## src/rtl/coh_src_pkg.sv

```systemverilog
package coh_src_pkg;
  typedef enum logic [1:0] {
    PH_IDLE  = 2'd0,
    PH_SNOOP = 2'd1,
    PH_DRAIN = 2'd2
  } phase_e;
endpackage

```

## src/rtl/coh_snp_counter.sv

```systemverilog
module coh_snp_counter #(
  parameter int NODES = 3,
  localparam int CNT_W = $clog2(NODES + 1)
) (
  input  logic             clk,
  input  logic             rst,
  input  logic             load,
  input  logic [CNT_W-1:0] load_val,
  input  logic             load_self,
  input  logic             active,
  input  logic             ext_rsp,
  input  logic             self_hold,
  output logic             ext_take,
  output logic             zero
);
  logic [CNT_W-1:0] cnt;
  logic             self_pend;
  logic             self_fire;
  logic             ext_room;

  always_comb begin
    self_fire = active && self_pend && !self_hold;
    // external replies may only fill slots not reserved for the self reply
    ext_room  = cnt > CNT_W'(self_pend);
    ext_take  = active && ext_rsp && ext_room;
    zero      = (cnt == '0);
  end

  always_ff @(posedge clk) begin
    if (rst) begin
      cnt       <= '0;
      self_pend <= 1'b0;
    end else if (load) begin
      cnt       <= load_val;
      self_pend <= load_self && (load_val != '0);
    end else begin
      cnt <= cnt - CNT_W'(ext_take) - CNT_W'(self_fire);
      if (self_fire) self_pend <= 1'b0;
    end
  end
endmodule

```

## src/rtl/coh_data_tracker.sv

```systemverilog
module coh_data_tracker (
  input  logic clk,
  input  logic rst,
  input  logic clear,
  input  logic active,
  input  logic data_valid,
  input  logic data_cb,
  input  logic cb_flag,
  output logic ready
);
  logic mem_seen;
  logic cb_need;
  logic cb_seen;

  always_ff @(posedge clk) begin
    if (rst || clear) begin
      mem_seen <= 1'b0;
      cb_need  <= 1'b0;
      cb_seen  <= 1'b0;
    end else begin
      if (active && data_valid && !data_cb) mem_seen <= 1'b1;
      if (active && data_valid && data_cb)  cb_seen  <= 1'b1;
      if (cb_flag)                          cb_need  <= 1'b1;
    end
  end

  always_comb ready = mem_seen && (!cb_need || cb_seen);
endmodule

```

## src/rtl/coh_src_tracker.sv

```systemverilog
module coh_src_tracker
  import coh_src_pkg::*;
#(
  parameter int NODES = 3
) (
  input  logic             clk,
  input  logic             rst,
  input  logic             start,
  input  logic             start_self,
  input  logic [NODES-1:0] present_mask,
  input  logic             self_hold,
  input  logic             rsp_valid,
  input  logic             rsp_copyback,
  input  logic             data_valid,
  input  logic             data_copyback,
  output logic             req_valid,
  output logic             notify_home,
  output logic             done,
  output logic             busy,
  output logic             proto_err
);
  localparam int CNT_W = $clog2(NODES + 1);

  phase_e     phase;
  logic       accept;
  logic       in_snoop;
  logic       ext_take;
  logic       cnt_zero;
  logic       data_ready;
  logic       bad;
  logic [CNT_W-1:0] mask_ones;

  always_comb begin
    accept    = (phase == PH_IDLE) && start;
    in_snoop  = (phase == PH_SNOOP);
    mask_ones = CNT_W'($countones(present_mask));
    bad       = (rsp_valid && !ext_take) ||
                (data_valid && (phase == PH_IDLE));
  end

  coh_snp_counter #(.NODES(NODES)) u_cnt (
    .clk       (clk),
    .rst       (rst),
    .load      (accept),
    .load_val  (mask_ones),
    .load_self (start_self),
    .active    (in_snoop),
    .ext_rsp   (rsp_valid),
    .self_hold (self_hold),
    .ext_take  (ext_take),
    .zero      (cnt_zero)
  );

  coh_data_tracker u_data (
    .clk        (clk),
    .rst        (rst),
    .clear      (accept),
    .active     (phase != PH_IDLE),
    .data_valid (data_valid),
    .data_cb    (data_copyback),
    .cb_flag    (ext_take && rsp_copyback),
    .ready      (data_ready)
  );

  always_ff @(posedge clk) begin
    if (rst) begin
      phase       <= PH_IDLE;
      req_valid   <= 1'b0;
      notify_home <= 1'b0;
      done        <= 1'b0;
      proto_err   <= 1'b0;
    end else begin
      req_valid   <= accept;
      notify_home <= in_snoop && cnt_zero;
      done        <= (phase == PH_DRAIN) && data_ready;
      if (bad) proto_err <= 1'b1;
      unique case (phase)
        PH_IDLE:  if (accept)     phase <= PH_SNOOP;
        PH_SNOOP: if (cnt_zero)   phase <= PH_DRAIN;
        PH_DRAIN: if (data_ready) phase <= PH_IDLE;
        default:                  phase <= PH_IDLE;
      endcase
    end
  end

  always_comb busy = (phase != PH_IDLE);
endmodule

```

## config.mk

```make
export PLATFORM = sky130hd
export DESIGN_NAME = coh_src_tracker
export DESIGN_NICKNAME = d
export VERILOG_FILES = /design/src/rtl/coh_src_pkg.sv /design/src/rtl/coh_snp_counter.sv /design/src/rtl/coh_data_tracker.sv /design/src/rtl/coh_src_tracker.sv
export SDC_FILE = /design/constraint.sdc
export NUM_CORES = 1
export LEC_CHECK = 0
export BUFFER_PORTS_ARGS = -buffer_cell sky130_fd_sc_hd__buf_2
export CAP_MARGIN = 30
export CORE_MARGIN = 4
export CORE_UTILIZATION = 25
export DETAILED_ROUTE_END_ITERATION = 8
export GPL_TIMING_DRIVEN = 0
export PLACE_DENSITY = 0.44
export SYNTH_ARGS = -nofsm -noshare
export SYNTH_HDL_FRONTEND = slang
export SYNTH_SLANG_ARGS = --single-unit
```

## constraint.sdc

```tcl
create_clock -name clk -period 2.4 [get_ports clk]
set_clock_uncertainty 0.05 [all_clocks]
set_input_delay 0.48 -clock clk [delete_from_list [all_inputs] [get_ports clk]]
set_output_delay 0.48 -clock clk [all_outputs]
set_load 0.03 [all_outputs]
```

==> results of run 1 <==
-- through the flow --
| step | area, sq um | worst slack [ns] |
|---|---|---|
| 2_1_floorplan | 601 | 0.158 |
| 3_3_place_gp | 716 | -0.00557 |
| 3_5_place_dp | 716 | -0.0344 |
| 4_1_cts | 754 | 0.0276 |
| 5_1_grt | 815 | -0.00128 |
| 6_report | 815 | 0.124 |
-- state kept, by name, summed over array words and instances, names as in the netlist --
name             flops
done                 1
notify_home          1
phase                2
proto_err            1
req_valid            1
u_cnt.cnt            2
u_cnt.self_pend      1
u_data.cb_need       1
u_data.cb_seen       1
u_data.mem_seen      1
-- layer usage --
layer	vias to the layer above	wire, microns	part of all wire [%]
li1	277	-	-
met1	244	630	44
met2	19	656	46
met3	2	119	8.3
met4	0	23	1.6
met5	-	0	0
-- what timing repair did --
| action | in CTS | in global routing |
|---|---|---|
| pin swaps | 3 | 7 |
| hold buffers | 0 | 0 |
| setup buffers | 2 | 3 |
| endpoints found under the setup margin | 2 | 2 |
| resized for setup | 1 | 7 |
-- cells by family after synthesis --
group           after synthesis  share of synthesized area [%]
compound gates               14                           17.5
simple gates                 23                           21.9
xor+xnor                      1                           1.46
fa+ha+maj                     5                           12.9
buf+inv                      10                           6.25
flops                        12                           40.0
-- cell usage in the layout, fill, tap and decap left out, types with 2 or more instances in the layout --
cell	Yosys	routed
inv_1	9	8
a211oi_1	2	2
nor2b_1	2	2
clkbuf_4	0	3
nor3_2	0	2
buf_2	0	16
nor2_1	8	8
a32oi_1	2	2
a21oi_1	3	3
buf_4	0	5
nand2_1	3	3
fa_1	2	2
dfxtp_2	0	2
dfxtp_1	12	10
nand3_1	2	2
-- worst paths after layout --
path / startpoint / endpoint / slack [ns] / cells after the start
worst min-delay path: rst / done / 0.39 / 2
worst max register to register: u_cnt.cnt[0] / u_cnt.cnt[1] / 0.12 / 10
worst min register to register: u_data.mem_seen / done / 0.43 / 2
worst max-delay path: u_cnt.cnt[0] / u_cnt.cnt[1] / 0.12 / 10
-- critical path: cells and delay by family, from the launching register on --
| family | cells | cell delay [ns] |
|---|---|---|
| adder cells (fa/ha/maj) | 3 | 1.01 |
| flip-flops | 1 | 0.35 |
| AO/OA/AOI/OAI | 3 | 0.34 |
| AND/OR/NAND/NOR | 2 | 0.29 |
| buffers and inverters | 2 | 0.11 |
-- area by class of cell --
type | instances | area share, %
Sequential cell | 12 | 29.8
Timing Repair Buffer | 21 | 14.4
Tap cell | 28 | 4.30
Inverter | 9 | 4.15
Buffer | 1 | 0.461
Multi-Input combinational cell | 43 | 44.1
Clock buffer | 3 | 2.76
-- report_power, final --
| group | total [mW] | internal (mW) | switching, mW | leakage [nW] |
|---|---|---|---|---|
| logic | 0.284 | 0.139 | 0.145 | 0.246 |
| registers | 0.264 | 0.231 | 0.0334 | 0.0992 |
| clock network | 0.123 | 0.0580 | 0.0649 | 0.0138 |
-- Yosys cell counts (all sizes together), types with 2 or more instances --
| master | instances |
|---|---|
| dfxtp | 12 |
| inv | 9 |
| nor2 | 8 |
| a21oi | 3 |
| ha | 3 |
| nand2 | 3 |
| nor3 | 3 |
| a211oi | 2 |
| a32oi | 2 |
| fa | 2 |
| nand3 | 2 |
| nor2b | 2 |
==> run summary, run 1 <==
syn_area_per_cell = 9.24 sq um
DR WL/cell = 12.2 microns
Tot Pwr = 671 uW
Crit-path slowest cell = fa_1
Synth cell types = 26
1st-iter DRT viols = 9
Layout Utilization = 36.1%
CP peak stage delay = 0.60 ns
Most used DFF post-synth = dfxtp_1
Worst Tran Pin Value = 0.453 ns
share of synthesized registers carrying an async set or reset = 0%
pin count of the biggest net entering global routing = 11
vias per cell = 4.63
drt pass-1 iters = 4
grt ovf = 0
clock sinks = 12
Max-cap violations = 0
initial cell density of the core = 26.6%
final worst path period share = 94.8%
clock latency on the worst-skew pair = 0.27 ns
synthesized flop and latch total = 12
fin crit period = 2.28 ns
fin. max-slew vios = 0
Ant. Diodes = 0
DRC = 0
first-pass GRT wire length = 2.25 mm
Slew headroom = 69.8%
Syn-to-layout area delta = 35.6%
top cell type's share of synthesized area = 40.0%
Post-synth EDFFs = 0
met1 GRT Util = 11.0%
maximum VDD drop = 0.396 mV
layout cells sized above 1 = 39.3%
cell count after synthesis = 65
final wirelength = 1.43 mm
Die W = 57.0 microns
post-synthesis cell area = 601 sq um
crit path kind = flip-flop to flip-flop
top post-synthesis cells by area = dfxtp_1 (40%), fa_1 (6.7%), ha_1 (6.3%)
CTS max path bufs = 2
GRT Total Usage = 9.17%
nets = 108
vias = 542
Hold WC Path Type = primary input to flip-flop
io pins = 17
Seq/Total Area, Yosys = 40.0%
TritonCTS clock tree = built
initial antenna violation count = 0
WHS = 0.392 ns
die area = 3250 sq um
register area = 243 sq um
H-tree lvl count = 1
Hold Vio Cnt, Final = 0
GP Congestion = 0.714
fmax = 439 MHz
Warnings, synthesis = 0
total CTS buffers = 3
gr busiest metal = met2
Worst Path Required = 2.49 ns
Critical Path, Cell by Cell = inv_2 -> ha_4 -> o21bai_4 -> nand3_1 -> fa_1 -> inv_1 -> ha_2 -> o21a_1 -> nor3_2 -> a211oi_1
WP data arrival = 2.37 ns
FP Rows = 17
setup TNS = 0 ns
leading area contributor after synthesis = dfxtp_1
number of global-route vias before repair = 501
met2 Track Usage GR = 13.7%
Core Area = 2250 sq um
critical path endpoint category = flip-flop
die height = 57.0 microns
Worst Setup Start Kind = flip-flop
met3 usage = 4.75%
Root Buffer = clkbuf_4
fin cells = 117
placed cell count = 109
IO Port Bufs = 16
Syn Nets = 82
status = finished clean
post-DP HPWL = 1.08 mm
final setup fails = 0
leakage = 0.359 nW
P per Cell Area = 824 nW/um^2
Fillers = 259
multi-input logic area = 359 sq um
Worst-path clk slew = 0.08 ns
Crit Path Max Fanout = 3
antenna viol nets, final = 0
(Power assumes the default switching activity.)
==> run 2: changes to the inputs <==
CORE_MARGIN = unset   (was 4)
SYNTH_HIERARCHICAL = 1   (was unset)
==> run 2 against run 1 <==
Compared with the run above: via count is 7.6% lower; core utilization is 1.2 points lower; first-iteration DRC count is 22% higher; critical path type unchanged; sequential cell count stayed put; worst setup slack worse by 0.019 ns; combinational power is 6% higher.
==> run summary, run 2 <==
synthesized flop and latch total = 12
Slew headroom = 52.7%
clock latency on the worst-skew pair = 0.26 ns
initial cell density of the core = 27.0%
Max-cap violations = 0
fin. max-slew vios = 0
Warnings, synthesis = 6
IO Port Bufs = 16
1st-iter DRT viols = 11
Root Buffer = clkbuf_4
Crit Path Max Fanout = 3
antenna viol nets, final = 0
final worst path period share = 95.6%
Syn-to-layout area delta = 29.3%
CP top delay family = adder cells
Top Registers = phase x2, u_cnt/cnt x2
Core Area = 2280 sq um
Critical path origin = u_cnt/cnt[0]
die height = 51.6 microns
post-DP HPWL = 935 microns
initial antenna violation count = 0
Hold Path Origin = proto_err
H-tree lvl count = 1
WP data arrival = 2.40 ns
Hold Vio Cnt, Final = 0
maximum VDD drop = 0.377 mV
Syn Nets = 79
worst path bufs/invs = 3
Crit-path slowest cell = fa_1
first-pass GRT wire length = 2.24 mm
top cell type's share of synthesized area = 39.0%
critical path endpoint category = flip-flop
Reg-to-Reg Start = u_cnt/cnt[0]
Worst Setup Start Kind = flip-flop
pin count of the biggest net entering global routing = 13
io pins = 17
leading cell type in the layout, fill and taps excluded = buf_2
cell count after synthesis = 62
fmax = 436 MHz
most frequent cell after synthesis = dfxtp_1
final setup fails = 0
DR WL/cell = 12.2 microns
Critical Path, Cell by Cell = inv_2 -> ha_4 -> nor2_4 -> o211a_1 -> inv_2 -> fa_1 -> inv_1 -> ha_2 -> o21a_1 -> nor3_2 -> nor3_2
grt ovf = 0
clock sinks = 12
Ant. Diodes = 0
CTS max path bufs = 2
drt pass-1 iters = 4
leading area contributor after synthesis = dfxtp_1
WHS = 0.417 ns
Post-synth EDFFs = 0
Worst Path Required = 2.50 ns
Layout Utilization = 35.0%
Hold WC Path Type = flip-flop to flip-flop
syn_area_per_cell = 9.93 sq um
GRT Total Usage = 11.6%
FP Rows = 17
DRC = 0
vias = 501
nets = 102
TritonCTS clock tree = built
Commonest cells post-synth = dfxtp_1 (12), inv_1 (6), nor2_1 (5)
Hold-fix buffers, CTS = 0
Tot Pwr = 698 uW
most frequent cells in the layout = buf_2 (17), dfxtp_1 (8), nand3b_1 (4), nor2_1 (4), inv_1 (4)
Synth cell types = 27
number of global-route vias before repair = 512
layout cells sized above 1 = 44.6%
top post-synthesis cells by area = dfxtp_1 (39%), fa_1 (6.5%), ha_1 (6.1%)
Seq/Total Area, Yosys = 39.0%
P per Cell Area = 877 nW/um^2
GP Congestion = 0.686
status = finished clean
RSZ-0062 raised after global routing = true
total CTS buffers = 3
post-synthesis cell area = 616 sq um
leakage = 0.348 nW
Worst-path clk slew = 0.07 ns
die area = 2660 sq um
vias per cell = 4.51
Worst Tran Pin Value = 0.708 ns
fin crit period = 2.29 ns
final wirelength = 1.35 mm
CP peak stage delay = 0.56 ns
share of synthesized registers carrying an async set or reset = 0%
Die W = 51.6 microns
crit path kind = flip-flop to flip-flop
Most used DFF post-synth = dfxtp_1
==> run 2: path summary, 6_finish.rpt <==
path	end	depth (start not counted)	slack, ns
setup / recovery	u_cnt/cnt[1]	11	0.11
hold / removal	proto_err	2	0.42
setup reg to reg	u_cnt/cnt[1]	11	0.11
hold reg to reg	proto_err	2	0.42
==> run 2: worst min-delay path, cell delays in order, from the launching register on <==
cell and delay, ns:
dfxtp_1 0.31, inv_1 0.05, a31oi_1 0.06
==> run 2: cells by family (layout without fill, tap and decap cells) <==
| kind of cell | count (synthesis) | after routing | synth area share (%) |
|---|---|---|---|
| XOR/XNOR | 1 | 1 | 1.42 |
| flip-flops | 12 | 12 | 39.0 |
| buffers and inverters | 6 | 27 | 3.66 |
| adder cells (fa/ha/maj) | 5 | 5 | 12.6 |
| AO/OA/AOI/OAI | 9 | 9 | 10.6 |
| AND/OR/NAND/NOR | 28 | 28 | 31.1 |
| multiplexers | 1 | 1 | 1.63 |
==> run 2: layer usage <==
| layer | routed length [microns] | part of all wire, % | vias to the layer above | global-route usage, % |
|---|---|---|---|---|
| met5 | 0 | 0 | - | 0 |
| met4 | 15 | 1.1 | 0 | 8.11 |
| met3 | 25 | 1.8 | 2 | 1.75 |
| met2 | 640 | 47 | 5 | 16.9 |
| met1 | 671 | 50 | 233 | 15.6 |
| li1 | - | - | 261 | - |
==> run 2: metrics by stage <==
| step | TNS, ns | worst slack, ns | cell area, sq um | instances |
|---|---|---|---|---|
| global placement | 0 | 0.0362 | 731 | 106 |
| detailed placement | -0.0155 | -0.0155 | 736 | 107 |
| global route | -0.0221 | -0.0221 | 796 | 111 |
| CTS | 0 | 0.0320 | 759 | 110 |
| finish | 0 | 0.105 | 796 | 111 |
| floorplan | 0 | 0.179 | 616 | 62 |
==> run 2: timing repair <==
item | in CTS | in global routing
setup buffers | 0 | 1
pin swaps | 0 | 6
setup endpoints to repair | 2 | 2
resized for setup | 1 | 10
==> run 2: power breakdown <==
part | internal [mW] | switching, mW
logic | 0.141 | 0.159
clock network | 0.0579 | 0.0625
registers | 0.240 | 0.0371
total | 0.439 | 0.259
==> run 2: cell type report <==
type / count / area [sq um]
Clock buffer: 3 / 22.5
Fill cell: 238 / 1480
Inverter: 6 / 22.5
Multi-Input combinational cell: 44 / 375
Sequential cell: 12 / 248
Tap cell: 28 / 35.0
Timing Repair Buffer: 18 / 92.6
